## config.mk

```make
export PLATFORM = sky130hd
export DESIGN_NAME = lnk_act_seq
export DESIGN_NICKNAME = d
export VERILOG_FILES = /design/src/rtl/lnk_act_pkg.sv /design/src/rtl/lnk_act_timer.sv /design/src/rtl/lnk_act_cfg_chk.sv /design/src/rtl/lnk_act_fsm.sv /design/src/rtl/lnk_act_out_dec.sv /design/src/rtl/lnk_act_seq.sv
export SDC_FILE = /design/constraint.sdc
export NUM_CORES = 1
export LEC_CHECK = 0
export BUFFER_PORTS_ARGS = -buffer_cell sky130_fd_sc_hd__buf_2
export CAP_MARGIN = 20
export CORE_MARGIN = 2
export CORE_UTILIZATION = 30
export DETAILED_ROUTE_END_ITERATION = 16
export PLACE_DENSITY_LB_ADDON = 0.3
export SETUP_SLACK_MARGIN = 0.02
export SYNTH_ARGS = -nofsm -noshare
export SYNTH_HDL_FRONTEND = slang
export SYNTH_SLANG_ARGS = --single-unit
```

## constraint.sdc

```tcl
create_clock -name clk -period 11.05 [get_ports clk]
set_clock_uncertainty 0.15 [all_clocks]
set_input_delay 2.7625 -clock clk [delete_from_list [all_inputs] [get_ports clk]]
set_output_delay 2.7625 -clock clk [all_outputs]
set_load 0.01 [all_outputs]
```

## src/rtl/lnk_act_pkg.sv

```systemverilog
`timescale 1ns/1ps
package lnk_act_pkg;

    typedef enum logic [3:0] {
        ST_IDLE      = 4'd0,
        ST_M_PREAGC  = 4'd1,
        ST_M_PREEC   = 4'd2,
        ST_M_LISTEN  = 4'd3,
        ST_S_WAIT    = 4'd4,
        ST_EC        = 4'd5,
        ST_PLL_FREQ  = 4'd6,
        ST_PLL_PHASE = 4'd7,
        ST_EQ        = 4'd8,
        ST_S1_DET    = 4'd9,
        ST_FRM_DET   = 4'd10,
        ST_ACTIVE    = 4'd11
    } act_state_e;

    typedef enum logic [1:0] {
        TX_SILENT = 2'd0,
        TX_S0     = 2'd1,
        TX_S1     = 2'd2,
        TX_DATA   = 2'd3
    } tx_sym_e;

    typedef struct packed {
        logic agc;
        logic ec;
        logic pll;
        logic eq;
    } train_en_t;

    localparam int FRAMED_FIRST_MODE = 6;
    localparam int N_MARKS = 5;

    function automatic logic mode_is_framed(input logic [2:0] mode);
        return int'(mode) >= FRAMED_FIRST_MODE;
    endfunction

    function automatic logic state_waits_far(input act_state_e s);
        return (s == ST_M_LISTEN) || (s == ST_S1_DET) || (s == ST_FRM_DET);
    endfunction

endpackage

```

## src/rtl/lnk_act_timer.sv

```systemverilog
`timescale 1ns/1ps
module lnk_act_timer #(
    parameter int TW = 16
) (
    input  logic          clk,
    input  logic          rst,
    input  logic          clr_i,
    input  logic          load_i,
    input  logic [TW-1:0] load_val_i,
    output logic [TW-1:0] cnt_o
);
    localparam logic [TW-1:0] CNT_MAX = '1;

    logic [TW-1:0] cnt_q;

    always_ff @(posedge clk) begin
        if (rst || clr_i)
            cnt_q <= '0;
        else if (load_i)
            cnt_q <= load_val_i;
        else if (cnt_q != CNT_MAX)
            cnt_q <= cnt_q + TW'(1);
    end

    assign cnt_o = cnt_q;

    p_resync_load_r4: assert property (@(posedge clk) disable iff (rst)
        (load_i && !clr_i) |=> (cnt_q == $past(load_val_i)));

    p_count_step_r3: assert property (@(posedge clk) disable iff (rst)
        (!clr_i && !load_i && cnt_q != CNT_MAX) |=> (cnt_q == $past(cnt_q) + TW'(1)));

endmodule

```

## src/rtl/lnk_act_cfg_chk.sv

```systemverilog
`timescale 1ns/1ps
module lnk_act_cfg_chk
    import lnk_act_pkg::*;
#(
    parameter int TW = 16
) (
    input  logic [TW-1:0] mark_i [N_MARKS],
    input  logic [TW-1:0] skew_i,
    input  logic [TW-1:0] limit_i,
    output logic          ok_o
);
    localparam int NPAIR = N_MARKS - 1;

    logic [NPAIR-1:0] pair_ok;
    logic [TW:0]      last_end;

    for (genvar g = 0; g < NPAIR; g++) begin : g_pair
        assign pair_ok[g] = mark_i[g] < mark_i[g+1];
    end

    assign last_end = {1'b0, mark_i[N_MARKS-1]} + {1'b0, skew_i};
    assign ok_o     = (&pair_ok) && (last_end < {1'b0, limit_i});

endmodule

```

## src/rtl/lnk_act_fsm.sv

```systemverilog
`timescale 1ns/1ps
module lnk_act_fsm
    import lnk_act_pkg::*;
#(
    parameter int TW       = 16,
    parameter int FSW_NEED = 2
) (
    input  logic          clk,
    input  logic          rst,
    input  logic          role_slave_i,
    input  logic          act_req_i,
    input  logic          s0_det_i,
    input  logic          s1_det_i,
    input  logic          fsw_stb_i,
    input  logic          fsw_ok_i,
    input  logic          framed_i,
    input  logic          los_i,
    input  logic          cfg_ok_i,
    input  logic [TW-1:0] tmr_i,
    input  logic [TW-1:0] mark_i [N_MARKS],
    input  logic [TW-1:0] skew_i,
    input  logic [TW-1:0] limit_i,
    output act_state_e    state_o,
    output logic          tmr_clr_o,
    output logic          tmr_load_o,
    output logic [TW-1:0] tmr_load_val_o
);
    localparam int FW = $clog2(FSW_NEED + 1);
    localparam logic [FW:0] NEED_V = (FW+1)'(FSW_NEED);

    act_state_e st_q, st_d;
    logic [FW-1:0] fsw_cnt_q, fsw_cnt_d;
    logic [FW:0]   fsw_inc;
    logic [TW:0]   tmr_x, end_ec, end_pll, end_eq, skew_m;
    logic          time_out;

    assign tmr_x    = {1'b0, tmr_i};
    assign skew_m   = role_slave_i ? '0 : {1'b0, skew_i};
    assign end_ec   = {1'b0, mark_i[2]} + skew_m;
    assign end_pll  = role_slave_i ? {1'b0, mark_i[4]} : ({1'b0, mark_i[3]} + skew_m);
    assign end_eq   = {1'b0, mark_i[4]} + {1'b0, skew_i};
    assign time_out = tmr_x >= {1'b0, limit_i};
    assign fsw_inc  = {1'b0, fsw_cnt_q} + (FW+1)'(1);

    always_comb begin
        st_d       = st_q;
        tmr_load_o = 1'b0;
        fsw_cnt_d  = '0;
        if (st_q != ST_IDLE && !act_req_i) begin
            st_d = ST_IDLE;
        end else begin
            unique case (st_q)
                ST_IDLE: begin
                    if (act_req_i && cfg_ok_i) begin
                        if (!role_slave_i)  st_d = ST_M_PREAGC;
                        else if (s0_det_i)  st_d = ST_S_WAIT;
                    end
                end
                ST_M_PREAGC:
                    if (tmr_x >= {1'b0, mark_i[0]}) st_d = ST_M_PREEC;
                ST_M_PREEC:
                    if (tmr_x > {1'b0, mark_i[1]}) st_d = ST_M_LISTEN;
                ST_M_LISTEN: begin
                    if (s0_det_i) begin
                        st_d       = ST_EC;
                        tmr_load_o = 1'b1;
                    end else if (time_out) begin
                        st_d = ST_IDLE;
                    end
                end
                ST_S_WAIT:
                    if (tmr_x > {1'b0, mark_i[1]}) st_d = ST_EC;
                ST_EC:
                    if (tmr_x >= end_ec) st_d = role_slave_i ? ST_PLL_FREQ : ST_PLL_PHASE;
                ST_PLL_FREQ:
                    if (tmr_x >= {1'b0, mark_i[3]}) st_d = ST_PLL_PHASE;
                ST_PLL_PHASE:
                    if (tmr_x >= end_pll) st_d = ST_EQ;
                ST_EQ:
                    if (tmr_x >= end_eq) st_d = ST_S1_DET;
                ST_S1_DET: begin
                    if (s1_det_i)      st_d = framed_i ? ST_FRM_DET : ST_ACTIVE;
                    else if (time_out) st_d = ST_IDLE;
                end
                ST_FRM_DET: begin
                    fsw_cnt_d = fsw_cnt_q;
                    if (fsw_stb_i) begin
                        if (!fsw_ok_i)              fsw_cnt_d = '0;
                        else if (fsw_inc >= NEED_V) st_d = ST_ACTIVE;
                        else                        fsw_cnt_d = fsw_inc[FW-1:0];
                    end else if (time_out) begin
                        st_d = ST_IDLE;
                    end
                end
                ST_ACTIVE:
                    if (los_i) st_d = ST_IDLE;
                default: st_d = ST_IDLE;
            endcase
        end
    end

    always_ff @(posedge clk) begin
        if (rst) begin
            st_q      <= ST_IDLE;
            fsw_cnt_q <= '0;
        end else begin
            st_q      <= st_d;
            fsw_cnt_q <= fsw_cnt_d;
        end
    end

    assign state_o        = st_q;
    assign tmr_clr_o      = (st_q == ST_IDLE);
    assign tmr_load_val_o = mark_i[1] + TW'(1);

    p_idle_exit_r13: assert property (@(posedge clk) disable iff (rst)
        (st_q == ST_IDLE) |=> (st_q == ST_IDLE || st_q == ST_M_PREAGC || st_q == ST_S_WAIT));

    p_drop_req_r11: assert property (@(posedge clk) disable iff (rst)
        (!act_req_i) |=> (st_q == ST_IDLE));

    p_resync_r4: assert property (@(posedge clk) disable iff (rst)
        (st_q == ST_M_LISTEN && act_req_i && s0_det_i) |=> (st_q == ST_EC && tmr_i == $past(mark_i[1]) + TW'(1)));

    p_cfg_gate_r2: assert property (@(posedge clk) disable iff (rst)
        (st_q == ST_IDLE && !cfg_ok_i) |=> (st_q == ST_IDLE));

    p_los_drop_r9: assert property (@(posedge clk) disable iff (rst)
        (st_q == ST_ACTIVE && los_i) |=> (st_q == ST_IDLE));

    p_slave_entry_r5: assert property (@(posedge clk) disable iff (rst)
        (st_q == ST_IDLE && role_slave_i && !s0_det_i) |=> (st_q == ST_IDLE));

    p_timeout_r10: assert property (@(posedge clk) disable iff (rst)
        (state_waits_far(st_q) && time_out && !s0_det_i && !s1_det_i && !fsw_stb_i) |=> (st_q == ST_IDLE));

endmodule

```

## src/rtl/lnk_act_out_dec.sv

```systemverilog
`timescale 1ns/1ps
module lnk_act_out_dec
    import lnk_act_pkg::*;
(
    input  act_state_e state_i,
    input  logic       los_i,
    output tx_sym_e    tx_o,
    output train_en_t  en_o,
    output logic       active_o
);
    always_comb begin
        tx_o     = TX_SILENT;
        en_o     = '0;
        active_o = 1'b0;
        unique case (state_i)
            ST_IDLE:      tx_o = TX_SILENT;
            ST_M_PREAGC:  begin tx_o = TX_S0; en_o.agc = 1'b1; end
            ST_M_PREEC:   begin tx_o = TX_S0; en_o.ec  = 1'b1; end
            ST_M_LISTEN:  tx_o = TX_S0;
            ST_S_WAIT:    en_o.agc = 1'b1;
            ST_EC:        begin tx_o = TX_S0; en_o.ec = 1'b1; en_o.agc = 1'b1; end
            ST_PLL_FREQ,
            ST_PLL_PHASE: begin tx_o = TX_S0; en_o.pll = 1'b1; end
            ST_EQ:        begin tx_o = TX_S0; en_o.eq  = 1'b1; end
            ST_S1_DET,
            ST_FRM_DET:   tx_o = TX_S1;
            ST_ACTIVE:    begin tx_o = TX_DATA; active_o = !los_i; end
            default:      tx_o = TX_SILENT;
        endcase
    end
endmodule

```

## src/rtl/lnk_act_seq.sv

```systemverilog
`timescale 1ns/1ps
module lnk_act_seq
    import lnk_act_pkg::*;
#(
    parameter int TW       = 16,
    parameter int FSW_NEED = 2
) (
    input  logic          clk,
    input  logic          rst,
    input  logic          role_slave_i,
    input  logic          act_req_i,
    input  logic          s0_det_i,
    input  logic          s1_det_i,
    input  logic          fsw_stb_i,
    input  logic          fsw_ok_i,
    input  logic [2:0]    mode_sel_i,
    input  logic          los_i,
    input  logic [TW-1:0] mark1_i,
    input  logic [TW-1:0] mark2_i,
    input  logic [TW-1:0] mark3_i,
    input  logic [TW-1:0] mark4_i,
    input  logic [TW-1:0] mark5_i,
    input  logic [TW-1:0] skew_i,
    input  logic [TW-1:0] limit_i,
    output logic [3:0]    state_o,
    output logic [1:0]    tx_sym_o,
    output logic          agc_en_o,
    output logic          ec_en_o,
    output logic          pll_en_o,
    output logic          eq_en_o,
    output logic          active_o,
    output logic          cfg_ok_o
);
    logic [TW-1:0] marks [N_MARKS];
    logic [TW-1:0] tmr, tmr_load_val;
    logic          tmr_clr, tmr_load, cfg_ok;
    act_state_e    st;
    tx_sym_e       tx;
    train_en_t     en;

    assign marks[0] = mark1_i;
    assign marks[1] = mark2_i;
    assign marks[2] = mark3_i;
    assign marks[3] = mark4_i;
    assign marks[4] = mark5_i;

    lnk_act_cfg_chk #(.TW(TW)) u_cfg (
        .mark_i  (marks),
        .skew_i  (skew_i),
        .limit_i (limit_i),
        .ok_o    (cfg_ok)
    );

    lnk_act_timer #(.TW(TW)) u_tmr (
        .clk        (clk),
        .rst        (rst),
        .clr_i      (tmr_clr),
        .load_i     (tmr_load),
        .load_val_i (tmr_load_val),
        .cnt_o      (tmr)
    );

    lnk_act_fsm #(.TW(TW), .FSW_NEED(FSW_NEED)) u_fsm (
        .clk            (clk),
        .rst            (rst),
        .role_slave_i   (role_slave_i),
        .act_req_i      (act_req_i),
        .s0_det_i       (s0_det_i),
        .s1_det_i       (s1_det_i),
        .fsw_stb_i      (fsw_stb_i),
        .fsw_ok_i       (fsw_ok_i),
        .framed_i       (mode_is_framed(mode_sel_i)),
        .los_i          (los_i),
        .cfg_ok_i       (cfg_ok),
        .tmr_i          (tmr),
        .mark_i         (marks),
        .skew_i         (skew_i),
        .limit_i        (limit_i),
        .state_o        (st),
        .tmr_clr_o      (tmr_clr),
        .tmr_load_o     (tmr_load),
        .tmr_load_val_o (tmr_load_val)
    );

    lnk_act_out_dec u_dec (
        .state_i  (st),
        .los_i    (los_i),
        .tx_o     (tx),
        .en_o     (en),
        .active_o (active_o)
    );

    assign state_o  = st;
    assign tx_sym_o = tx;
    assign agc_en_o = en.agc;
    assign ec_en_o  = en.ec;
    assign pll_en_o = en.pll;
    assign eq_en_o  = en.eq;
    assign cfg_ok_o = cfg_ok;

    p_wait_silent_r5: assert property (@(posedge clk) disable iff (rst)
        (st == ST_S_WAIT) |-> (tx_sym_o == 2'd0 && agc_en_o && !ec_en_o));

    p_idle_quiet_r12: assert property (@(posedge clk) disable iff (rst)
        (st == ST_IDLE) |-> (tx_sym_o == 2'd0 && !agc_en_o && !ec_en_o && !pll_en_o && !eq_en_o && !active_o));

endmodule

```

======== After elaboration in Yosys (flattened, before gate mapping) ========
Index checks and enable logic that the tools add are counted.
cells by class
  bitwise gates (word level) .............. 1
  $lt $le $gt $ge ......................... 14
  reductions and logical operators ........ 19
  add/subtract/negate cells ............... 6
  equal/unequal tests ..................... 25
  mux-type cells .......................... 35
operators by type and width
  cell                                                                   number
  4-bit two-way mux                                                      17
  16-bit less-than comparator                                            4
  16-bit by 17-bit >= comparator with 1-bit output                       3
  16-bit >= comparator                                                   3
  16-bit two-way mux                                                     3
  4-bit case mux with 12 select lines                                    1
  16-bit by 17-bit adder with 17-bit output                              2
  16-bit by 1-bit adder with 16-bit output, second input constant        2
  2-bit != test, second input constant                                   9
  16-bit by 16-bit adder with 17-bit output                              1
  17-bit by 16-bit less-than comparator with 1-bit output                1
  17-bit two-way mux                                                     1
  4-bit by 3-bit equality test with 1-bit output, second input constant  4
  4-bit equality test, second input constant                             4
  16-bit > comparator                                                    1
  16-bit != test, second input constant                                  1
  12-bit AND reduction                                                   1
  1-bit two-way mux                                                      10
  3-bit != test, second input constant                                   3
  4-bit by 2-bit equality test with 1-bit output, second input constant  2
  2-bit OR reduction                                                     4
  7-bit OR reduction                                                     1
  2-bit case mux with 3 select lines                                     1
  3-bit OR reduction                                                     2
  15 further kinds                                                       19
word-level totals
  register bits after elaboration ......... 22
  output and inout port bits .............. 12
  word-level logic and storage cells ...... 103
  input bits .............................. 124

======== Depth between registers and ports, before layout ========
  word-level depth ........................ 6
  mapped depth ............................ 27
  depth with buffers taken out ............ 24

======== Hierarchy ========
Synthesis repeated with hierarchy kept, for this count alone.
second synthesis, totals
  cells, all modules ...................... 1,324
  area total of the unflattened synthesis .. 9,699.3 sq um
modules (own cells, without submodules)
  module           times used  sequential area each (sq um)  cells each  area an instance (sq um)
  lnk_act_fsm      1           120.1                         838         6,095.8
  lnk_act_cfg_chk  1           0.0                           360         2,593.7
  lnk_act_timer    1           320.3                         109         914.6
  lnk_act_out_dec  1           0.0                           16          88.8
  lnk_act_seq      1           0.0                           1           6.3

======== Worst setup path after synthesis ========
No wires, ideal clock.
  kind .................................... in2out
  start ................................... input port mark5_i[1]
  end ..................................... output port cfg_ok_o
  data required time ...................... 8.137 ns
  setup slack ............................. 1.172 ns
  buffers on the path ..................... 0
  stages on the path ...................... 19
  arrival time ............................ 6.966 ns
  cell sequence ........................... ha_1 > a21o_1 > a21oi_1 > o21bai_1 > a21oi_1 > o21bai_1 > a21o_1 > a2111oi_0 > nor2_1 > a21oi_1 > xnor2_1 > ha_1 > o21a_1 > o21ai_1 > nor2_1 > a211o_1 > or4_1 > or4_4 > nor3_4
on the way
  longest elaborated chain between the ends .. 3
  elaborated cells between the ends (all ways) .. 5
  classes of those cells .................. 1 x add/sub; 2 x order compare; 2 x reduce/logical
ends and longest elaborated chain
  what                                                                                                   RTL line                                      text
  start, declared                                                                                        lnk_act_seq.sv:22                             input logic [TW-1:0] mark5_i,
  16-bit by 16-bit adder with 17-bit output / 16-bit less-than comparator (equally long branches)        lnk_act_cfg_chk.sv:21, lnk_act_cfg_chk.sv:18
  17-bit by 16-bit less-than comparator with 1-bit output / 4-bit AND reduction (equally long branches)  lnk_act_cfg_chk.sv:22                         assign ok_o = (&pair_ok) && (last_end < {1'b0, limit_i});
  1-bit logical AND *                                                                                    lnk_act_cfg_chk.sv:22
  end, declared                                                                                          lnk_act_seq.sv:32                             output logic cfg_ok_o
Mark *: on every way between the ends. The rest lies on a longest branch, timed or not.

======== Final worst setup path ========
Ends and elaborated chain as after synthesis.

==> run metrics <==
Reg-to-Reg Start=u_fsm.state_o[1]$_SDFFE_PP0P_; Initial Utilization=0.3036; count of cell types in the netlist=76; All-Layer GR Usage=0.1932; post-layout min period=10.61 ns; Post-Syn Area=8667 um^2; Worst Path Max Fanout=4; Final ANT Viol Nets=0; vias per std cell=5.369; core area=28550 um^2; Cells after DPL=1646; Seq/Total Area, Yosys=0.05082; Ys Warns=0; Max clock buf depth=2; vias post-DR=8853; # Max-Cap Violations=0; final WL=29.48 mm; die width=174.0 um; pwr dens=63.45 nW/um^2; Tot Pwr=0.6208 mW; Final setup viols=0; reg2reg setup slack=7.10 ns; status=complete, no violations; Max Slew Vio Count=0; r2r worst-path depth=11; Final nets=1621; area grow syn2layout=12.89%; postcts setup bufs=0; drt pass-1 iters=5; global-route wire length before repair=47.05 mm; worst hold path class=reg2reg; Yosys top cell area share=0.3277; fill count=3149; Hold Path Origin=u_fsm.fsw_cnt_q[1]$_SDFFE_PP0P_; wire per inst=17.88 um; Yosys reg bits=22; share of synthesized registers carrying an async set or reset=0; Initial DRC Count=528; LEAKAGE=5.026 nW; clock buffer count from CTS=3; post-synth top area cell=ha_1; Post-synth top cells=ha_1 (227), inv_1 (129), a21oi_1 (85); input/output buffers=134; vias in the first global route=8821; Syn Nets=1514; CP Class=in2out; Antenna Cells=0; Gate Count Post-Synth=1160; Die Ht=174.0 um; io pins=136; Layout Utilization=0.3427; Primary FF master, synth=dfxtp_1; largest net degree at the start of global routing=39; die area=30270 um^2; Post-Syn Area per Cell=7.472 um^2; period utilisation layout=0.9601; Reg clk slew, reported paths=0.06 ns; CP Data Required Time=8.14 ns; Setup crit end kind=primary output; grt total ovfl=0; gpl congestion=0.8900; dpl hpwl=25.49 mm; Hold Crit Endpoint=u_fsm.fsw_cnt_q[1]$_SDFFE_PP0P_; VDD IR max=27.42 uV; clock root buffer=clkbuf_16; Area contributors post-synth=ha_1 (33%), inv_1 (5.6%), xnor2_1 (5.6%); Startpoint Class=primary input; most numerous cell in the Yosys netlist=ha_1; share of cells above drive strength 1=0.1233; Max Fclk=94.26 MHz; Worst Tran Pin Value=1.048 ns; Residual DRC=0; CTS H-tree depth=1; clk_lat worst skew=0.26 ns; Slew headroom=0.2834; RSZ-0062 raised after global routing=no; initial antenna violation count=0; number of flops mapped to enable cells by yosys=0; Worst Hold Path Cells=2; CTS tree=built; Post-Layout Cell Count=1649; crit path DAT=7.70 ns; FP Rows=62; TritonCTS Sinks=22; setup TNS=0 ns; Crit Reg-Reg Endpoint=u_tmr.cnt_o[12]$_SDFFE_PP0P_; Final Hold Viols=0
## worst max-delay path by stage
stage	from	slack (ns)	end
floorplan	mark5_i[1]	1.17	cfg_ok_o
global placement	mark5_i[1]	0.40	cfg_ok_o
detailed placement	mark5_i[1]	0.31	cfg_ok_o
CTS	mark5_i[1]	0.28	cfg_ok_o
global route	mark5_i[1]	0.09	cfg_ok_o
finish	mark5_i[1]	0.44	cfg_ok_o
## critical path, cell delays in order
cell	delay, ns
buf_2	0.13
ha_1	0.30
a21o_1	0.18
a21oi_1	0.23
o21bai_1	0.12
a21oi_1	0.25
o21bai_1	0.10
a21o_1	0.24
a2111oi_1	0.39
buf_4	0.19
nor2_1	0.04
a21oi_1	0.24
xnor2_1	0.17
ha_1	0.26
o21a_1	0.18
o21ai_2	0.18
nor2_1	0.07
a211o_1	0.28
or4_1	0.40
or4_4	0.58
nor3_4	0.24
buf_2	0.17
## final cells by class
| cell class | instances | area (um^2) | area share |
|---|---|---|---|
| inverters | 132 | 495.5 | 0.05064 |
| clock buffers | 3 | 75.07 | 0.007673 |
| flip-flops and latches | 22 | 440.4 | 0.04501 |
| well taps | 384 | 480.5 | 0.04910 |
| multi-input cells | 972 | 7607 | 0.7775 |
| repair buffers | 136 | 685.7 | 0.07008 |
## cell usage in the layout (no fill, tap or decap), types with 4 or more instances in the layout
cell type / n
ha_1: 227
buf_2: 134
inv_1: 129
a21oi_1: 85
nor2_1: 63
nand2_1: 61
xnor2_1: 55
o21ai_0: 49
a21o_1: 47
nand3_1: 33
nor2b_1: 31
nand4_1: 31
nor3_1: 25
dfxtp_1: 22
xor2_1: 21
nand2b_1: 20
mux2i_1: 14
o22ai_1: 14
a211oi_1: 14
o21ai_1: 13
o21a_1: 12
a31oi_1: 11
o21bai_1: 10
o211ai_1: 10
nor4_1: 8
a211o_1: 8
and3_1: 7
maj3_1: 6
o31ai_1: 6
or2_2: 6
o2111ai_1: 6
a221oi_1: 5
a311oi_1: 5
o221ai_1: 4
or4_1: 4
a32oi_1: 4
## power breakdown
group	switching (mW)	internal (mW)
clock network	0.0313	0.0480
logic	0.256	0.185
registers	0.0163	0.0834
## timing repair
item | 4_1_cts | 5_1_grt
endpoints found under the hold margin | 0 | 0
resized for setup | 0 | 2
setup endpoints to repair | 0 | 1
hold buffers | 0 | 0
## kinds of logic after synthesis
logic type / after synthesis / synth area share
AOI/OAI and AO/OA: 338 / 0.2577
xor gates and xnor gates: 76 / 0.07680
adders and majority gates: 236 / 0.3416
buffers and inverters: 166 / 0.07305
DFF: 22 / 0.05082
muxes: 15 / 0.01747
and+or+nand+nor: 307 / 0.1826
## per-layer routing
metal  share of wire  global-route usage  vias up
met5               0                   0        -
met3           0.042             0.01662       29
met4           0.016             0.04132        0
met2            0.47              0.3347      210
li1                -                   -     4481
met1            0.47              0.2609     4133
## per-stage QoR
stage	worst slack [ns]	hold WS [ns]	instance area, um^2
after floorplan	1.172	0.2854	8667
after global placement	0.3996	0.2956	9704
after detailed placement	0.3073	0.2992	9704
after CTS	0.2792	0.3079	9779
after global routing	0.09253	0.3364	9784
final	0.4413	0.3031	9784
## state kept, by name (all words and copies together) (netlist names)
| name | flops |
|---|---|
| u_fsm.fsw_cnt_q | 2 |
| u_fsm.state_o | 4 |
| u_tmr.cnt_o | 16 |
Power figures use the tool's default switching activity.
